<file path="config.mk">
export PLATFORM = sky130hd
export DESIGN_NAME = reloadTickTimer
export DESIGN_NICKNAME = d
export VERILOG_FILES = /design/src/rtl/tickTimerPkg.sv /design/src/rtl/tickPrescaler.sv /design/src/rtl/timerControl.sv /design/src/rtl/timerDatapath.sv /design/src/rtl/reloadTickTimer.sv
export SDC_FILE = /design/constraint.sdc
export NUM_CORES = 1
export LEC_CHECK = 0
export BUFFER_PORTS_ARGS = -buffer_cell sky130_fd_sc_hd__buf_2
export CELL_PAD_IN_SITES_DETAIL_PLACEMENT = 0
export CELL_PAD_IN_SITES_GLOBAL_PLACEMENT = 1
export CORE_MARGIN = 1
export CORE_UTILIZATION = 43
export CTS_CLUSTER_SIZE = 40
export DETAILED_ROUTE_END_ITERATION = 8
export GPL_TIMING_DRIVEN = 0
export PLACE_DENSITY_LB_ADDON = 0.08
export REMOVE_ABC_BUFFERS = 1
export SLEW_MARGIN = 20
export SYNTH_ARGS = -nofsm -noshare
export SYNTH_HDL_FRONTEND = slang
export SYNTH_SLANG_ARGS = --single-unit
</file>
<file path="constraint.sdc">
create_clock -name clk -period 3.6 [get_ports clk]
set_input_delay 0.18 -clock clk [delete_from_list [all_inputs] [get_ports clk]]
set_output_delay 0.18 -clock clk [all_outputs]
set_load 0.02 [all_outputs]
</file>
<file path="src/rtl/tickTimerPkg.sv">
package tickTimerPkg;
  typedef struct packed {
    logic load;    // take the new preset into both registers
    logic step;    // decrement the counter
    logic reload;  // counter at zero on a tick: copy the preset back
  } ctrlStrobes_t;
endpackage

</file>
<file path="src/rtl/tickPrescaler.sv">
module tickPrescaler #(
  parameter int SLOW_DIV  = 32768,
  parameter int FAST_BASE = 32,
  parameter int FAST_NUM  = 768,
  parameter int FAST_DEN  = 1000
) (
  input  logic clk,
  input  logic rstN,
  input  logic enable,
  input  logic rateFast,
  output logic tick
);
  localparam int DIV_W = $clog2(SLOW_DIV);
  localparam int ACC_W = $clog2(FAST_DEN) + 1;

  logic             rateQ;
  logic             rateChange;
  logic [DIV_W-1:0] divCnt;
  logic [DIV_W-1:0] lastCnt;
  logic [ACC_W-1:0] acc;
  logic [ACC_W-1:0] accSum;
  logic [ACC_W-1:0] accNext;
  logic             longPeriod;

  assign rateChange = rateFast != rateQ;

  generate
    if (FAST_NUM == 0) begin : gNoStretch
      assign longPeriod = 1'b0;
      assign accSum     = acc;
      assign accNext    = acc;
    end else begin : gStretch
      // acc holds k*FAST_NUM mod FAST_DEN; the period is long when it wraps
      assign accSum     = acc + ACC_W'(FAST_NUM);
      assign longPeriod = accSum >= ACC_W'(FAST_DEN);
      assign accNext    = longPeriod ? accSum - ACC_W'(FAST_DEN) : accSum;
    end
  endgenerate

  assign lastCnt = rateFast ? DIV_W'(FAST_BASE - 1) + DIV_W'(longPeriod)
                            : DIV_W'(SLOW_DIV - 1);
  assign tick    = enable && !rateChange && (divCnt == lastCnt);

  always_ff @(posedge clk) begin
    if (!rstN) begin
      rateQ  <= 1'b0;
      divCnt <= '0;
      acc    <= '0;
    end else begin
      rateQ <= rateFast;
      if (!enable || rateChange) begin
        divCnt <= '0;
        acc    <= '0;
      end else if (tick) begin
        divCnt <= '0;
        if (rateFast) acc <= accNext;
      end else begin
        divCnt <= divCnt + 1'b1;
      end
    end
  end

  // the prescaler is idle the cycle after enable is low
  p_idle_when_off_r2: assert property (@(posedge clk) disable iff (!rstN)
    !enable |=> divCnt == '0);
  // a rate change restarts the period
  p_rate_restart_r8: assert property (@(posedge clk) disable iff (!rstN)
    (rateFast != $past(rateFast)) && $past(rstN) |-> !tick);
endmodule

</file>
<file path="src/rtl/timerControl.sv">
module timerControl
  import tickTimerPkg::*;
#(
  parameter int SLOW_DIV  = 32768,
  parameter int FAST_BASE = 32,
  parameter int FAST_NUM  = 768,
  parameter int FAST_DEN  = 1000
) (
  input  logic         clk,
  input  logic         rstN,
  input  logic         enable,
  input  logic         rateFast,
  input  logic         presetWr,
  input  logic         irqClear,
  input  logic         isZero,
  output ctrlStrobes_t strobes,
  output logic         irqPulse,
  output logic         irqFlag
);
  logic tick;

  tickPrescaler #(
    .SLOW_DIV (SLOW_DIV),
    .FAST_BASE(FAST_BASE),
    .FAST_NUM (FAST_NUM),
    .FAST_DEN (FAST_DEN)
  ) uPrescaler (
    .clk     (clk),
    .rstN    (rstN),
    .enable  (enable),
    .rateFast(rateFast),
    .tick    (tick)
  );

  always_comb begin
    strobes.load   = presetWr;
    strobes.step   = tick && !presetWr && !isZero;
    strobes.reload = tick && !presetWr && isZero;
  end

  always_ff @(posedge clk) begin
    if (!rstN) begin
      irqPulse <= 1'b0;
      irqFlag  <= 1'b0;
    end else begin
      irqPulse <= strobes.reload;
      if (strobes.reload)  irqFlag <= 1'b1;
      else if (irqClear)   irqFlag <= 1'b0;
    end
  end

  // the pulse lasts one cycle (periods are far longer than one clock)
  p_pulse_single_r3: assert property (@(posedge clk) disable iff (!rstN)
    irqPulse |=> !irqPulse);
  // a pulse always comes with the flag set
  p_flag_with_pulse_r7: assert property (@(posedge clk) disable iff (!rstN)
    irqPulse |-> irqFlag);
  // a clear with no reload drops the flag
  p_clear_r7: assert property (@(posedge clk) disable iff (!rstN)
    irqClear && !strobes.reload |=> !irqFlag);
endmodule

</file>
<file path="src/rtl/timerDatapath.sv">
module timerDatapath
  import tickTimerPkg::*;
#(
  parameter int COUNT_W = 32
) (
  input  logic               clk,
  input  logic               rstN,
  input  ctrlStrobes_t       strobes,
  input  logic [COUNT_W-1:0] presetWrData,
  output logic [COUNT_W-1:0] count,
  output logic               isZero
);
  logic [COUNT_W-1:0] presetQ;
  logic [COUNT_W-1:0] countQ;

  always_ff @(posedge clk) begin
    if (!rstN) begin
      presetQ <= '0;
      countQ  <= '0;
    end else if (strobes.load) begin
      presetQ <= presetWrData;
      countQ  <= presetWrData;
    end else if (strobes.reload) begin
      countQ <= presetQ;
    end else if (strobes.step) begin
      countQ <= countQ - 1'b1;
    end
  end

  assign count  = countQ;
  assign isZero = countQ == '0;

  // a write lands in the counter at the next edge
  p_load_r4: assert property (@(posedge clk) disable iff (!rstN)
    strobes.load |=> count == $past(presetWrData));
  // a step lowers the count by one
  p_step_r2: assert property (@(posedge clk) disable iff (!rstN)
    strobes.step |=> count == $past(count) - 1'b1);
  // a reload restores the stored preset
  p_reload_r3: assert property (@(posedge clk) disable iff (!rstN)
    strobes.reload |=> count == $past(presetQ));
endmodule

</file>
<file path="src/rtl/reloadTickTimer.sv">
module reloadTickTimer
  import tickTimerPkg::*;
#(
  parameter int COUNT_W   = 32,
  parameter int SLOW_DIV  = 32768,
  parameter int FAST_BASE = 32,
  parameter int FAST_NUM  = 768,
  parameter int FAST_DEN  = 1000
) (
  input  logic               clk,
  input  logic               rstN,
  input  logic               enable,
  input  logic               rateFast,
  input  logic               presetWr,
  input  logic [COUNT_W-1:0] presetWrData,
  input  logic               irqClear,
  output logic [COUNT_W-1:0] count,
  output logic               irqPulse,
  output logic               irqFlag
);
  ctrlStrobes_t strobes;
  logic         isZero;

  timerControl #(
    .SLOW_DIV (SLOW_DIV),
    .FAST_BASE(FAST_BASE),
    .FAST_NUM (FAST_NUM),
    .FAST_DEN (FAST_DEN)
  ) uControl (
    .clk     (clk),
    .rstN    (rstN),
    .enable  (enable),
    .rateFast(rateFast),
    .presetWr(presetWr),
    .irqClear(irqClear),
    .isZero  (isZero),
    .strobes (strobes),
    .irqPulse(irqPulse),
    .irqFlag (irqFlag)
  );

  timerDatapath #(
    .COUNT_W(COUNT_W)
  ) uDatapath (
    .clk         (clk),
    .rstN        (rstN),
    .strobes     (strobes),
    .presetWrData(presetWrData),
    .count       (count),
    .isZero      (isZero)
  );

  // with enable low and no write the count does not move
  p_hold_r2: assert property (@(posedge clk) disable iff (!rstN)
    !enable && !presetWr |=> $stable(count));
endmodule

</file>
==> results.md <==
- Area leader, netlist: dfxtp_1
- CTS tree: yes
- First-pass GRT wire length: 21.2 mm
- Max frequency: 0.298 GHz
- Top cells by area, synth: dfxtp_1 (37%), mux2i_1 (7.4%), nor2_1 (6.3%)
- CTS H-tree depth: 3
- Fin. max-slew vios: 0
- I/O pins: 72
- Die area: 0.0117 mm2
- Worst skew pair latency: 340 ps
- Leakage power: 0.00222 uW
- Final period util: 93.2%
- Via count: 4608
- Most used cell, CP: nor2_1
- Placer congestion estimate: 0.792
- Die span in y: 108 um
- Avg Inst Size Synth: 8.29 um2
- Vias per inst: 5.95
- Initial core utilization: 44.4%
- Max Cap Viol: 0
- Post-synth top flop: dfxtp_1
- Buffers on Ports: 71
- Area of the multi-input gates: 0.00283 mm2
- Slowest cell on the critical path: or4b_2
- Placed insts: 760
- Reg area: 0.00180 mm2
- Initial antenna violation count: 0
- Core Area: 0.0109 mm2
- Synthesized flop and latch total: 90
- Area grow syn2layout: 14.7%
- Post-synth cell types: 69
- Root Buffer Master: clkbuf_16
- Post-Layout Cell Count: 774
- CTS Buf Count: 9
- Routed Wire Length: 13.3 mm
- Critical-path cell list: inv_1 > ha_1 > or4b_2 > nor2_1 > and4_1 > nor2_1 > o21a_1 > a2111oi_1
- Worst slew pin tran: 1080 ps
- Synth Cell Area: 0.00486 mm2
- Rows: 38
- CP top delay family: simple AND/OR/NAND/NOR gates
- Finish-stage setup viols: 0
- WL/cell: 17.2 um
- GRT Residual Overflow: 0
- Post-DRT Antenna Nets: 0
- Crit path time final: 3350 ps
- Max stage delay on crit path: 730 ps
- Pwr Density: 427 mW/mm2
- DR pass1 iterations: 5
- Number of global-route vias before repair: 4258
- GRT Overall Usage: 23.2%
- Worst Hold Class: input pin to register
- Detailed Place HPWL: 8.78 mm
- Outcome: finished clean
- CTS Buffer Depth: 2
- Post-synth EDFFs: 0
- Nets: 675
- Slew HR: 28.2%
- Buffers and inverters on the worst path: 1
- Crit start category: register
- Worst vdd ir: 0.000282 V
- Worst setup EP type: register
- Clk sinks: 90
- Final Hold Fails: 0
- # DRC: 0
- Worst-path maximum fanout: 13
- Unrepaired setup endpoints after global routing: false
- CP arrival: 3570 ps
- Share of the synthesized area in the top cell type: 37.1%
- Post-Synthesis Cells: 586
- Ratio of cells with drive above 1 in the final layout: 17.2%
- Filler cell count: 1085
- Setup CP Type: register to register
- N_diodes: 0
- Clock Skew: 5.32 ps
- Post-synth ARST share: 0%
- Worst-path clk slew: 60 ps
- Synth warn: 0
- Worst Path Required: 3820 ps
- Iter 0 DRT Violations: 272
- Sequential-to-total area share from yosys stat: 37.1%
- Largest net degree at the start of global routing: 62
- Die Width: 108 um
- Tot Pwr: 2380 uW
[tightest hold or removal path: stages]
cell	delay (ps)
buf_2	90
nand3_1	60
o21ai_0	60
[kinds of logic after synthesis]
group,after synthesis,synth area share (%)
flops,90,37.1
simple gates,225,23.9
xor+xnor,20,3.61
mux,40,8.34
compound gates,145,20.5
fa+ha+maj,6,1.55
buf+inv,60,5.07
[where the power goes]
group	leakage (uW)	switching (uW)	internal (uW)	total, uW
logic	0.00134	197	123	320
registers	0.000740	59.2	1050	1100
clock network	0.000141	385	569	953
total	0.00222	641	1740	2380
[per-layer routing]
| layer | part of all wire (%) | GRT usage, % | up-vias | wire (um) |
|---|---|---|---|---|
| met4 | 1.5 | 9.17 | 0 | 204 |
| met5 | 0 | 0 | - | 0 |
| li1 | - | - | 2258 | - |
| met1 | 47 | 30.7 | 2226 | 6320 |
| met2 | 47 | 37.8 | 108 | 6250 |
| met3 | 4.0 | 3.68 | 16 | 532 |
[synthesized netlist by cell type, drive strengths merged (3+ instances only)]
master and number:
a21o 4, a211oi 18, or4 10, clkbuf 26, a31oi 6, buf 12, o22ai 5, nand2 34
a211o 3, a2bb2oi 7, nor3 20, o21ai 33, a21oi 26, o211ai 6, o31ai 5, mux2 4
nor2 81, xor2 12, nand2b 3, nor3b 3, dfxtp 90, inv 21, o221ai 3, o21bai 3
ha 6, a32oi 3, or2 3, and3 6, nor4 18, xnor2 8, or3 3, nand3 21
a2111oi 6, nand4 11, mux2i 36
[worst paths after layout]
kind | end | depth (start not counted) | start | slack (ps)
worst min-delay path | uDatapath.count[31]$_SDFFE_PN0P_ | 3 | presetWrData[31] | 80
worst max-delay path | uDatapath.count[15]$_SDFFE_PN0P_ | 8 | uDatapath.count[0]$_SDFFE_PN0P_ | 250
worst min register to register | uDatapath.presetQ[14]$_SDFFE_PN0P_ | 2 | uDatapath.presetQ[14]$_SDFFE_PN0P_ | 480
worst max register to register | uDatapath.count[15]$_SDFFE_PN0P_ | 8 | uDatapath.count[0]$_SDFFE_PN0P_ | 250
[placed cells by master (no fill, tap or decap), types with 4 or more instances in the layout]
master     instances
mux2i_1           36
xnor2_1            8
inv_1             21
nor3_1            17
xor2_1            12
o21ai_0           32
nand3_1           19
a211oi_1          18
nand4_1           10
dfxtp_1           90
nor4_1            16
and3_1             5
clkbuf_16          9
ha_1               6
o22ai_1            5
a2111oi_0          4
or4_1              8
o31ai_1            5
a31oi_1            6
buf_2             70
mux2_2             4
o211ai_1           6
a21oi_1           26
a21o_1             4
nand2_1           34
nor2_1            81
a2bb2oi_1          7
[sequential cells by signal, indices dropped and copies added (netlist names)]
| register | flops |
|---|---|
| uControl.uPrescaler.divCnt | 15 |
| uDatapath.count | 32 |
| uControl.uPrescaler.acc | 8 |
| uControl.uPrescaler.rateQ | 1 |
| uControl.irqFlag | 1 |
| uControl.irqPulse | 1 |
| uDatapath.presetQ | 32 |
[what timing repair did]
action,4_1_cts,5_1_grt
hold buffers,0,0
gates resized for setup,1,3
buffers inserted,0,0
endpoints found under the setup margin,1,24
[stage by stage]
stage               hold WS [ps]  cell area, um2  setup slack [ps]  util, %  setup TNS, ps
floorplan                    270            4690               711        -              0
global placement             424            5230             -55.9     47.8          -55.9
detailed placement           427            5260              -103     48.1           -103
CTS                         66.0            5560              1.67     50.8              0
global route                91.2            5570              16.0     50.9              0
finish                      81.3            5570               245     50.9              0
[final cells by class]
cell class,count,share of cell area [%]
timing repair buffer,72,6.92
sequential,90,32.3
clock buffer,12,4.60
tap,140,3.14
inverter,22,1.50
multi-input combinational,436,50.8
clock inverter,2,0.674
Power figures use the tool's default switching activity.
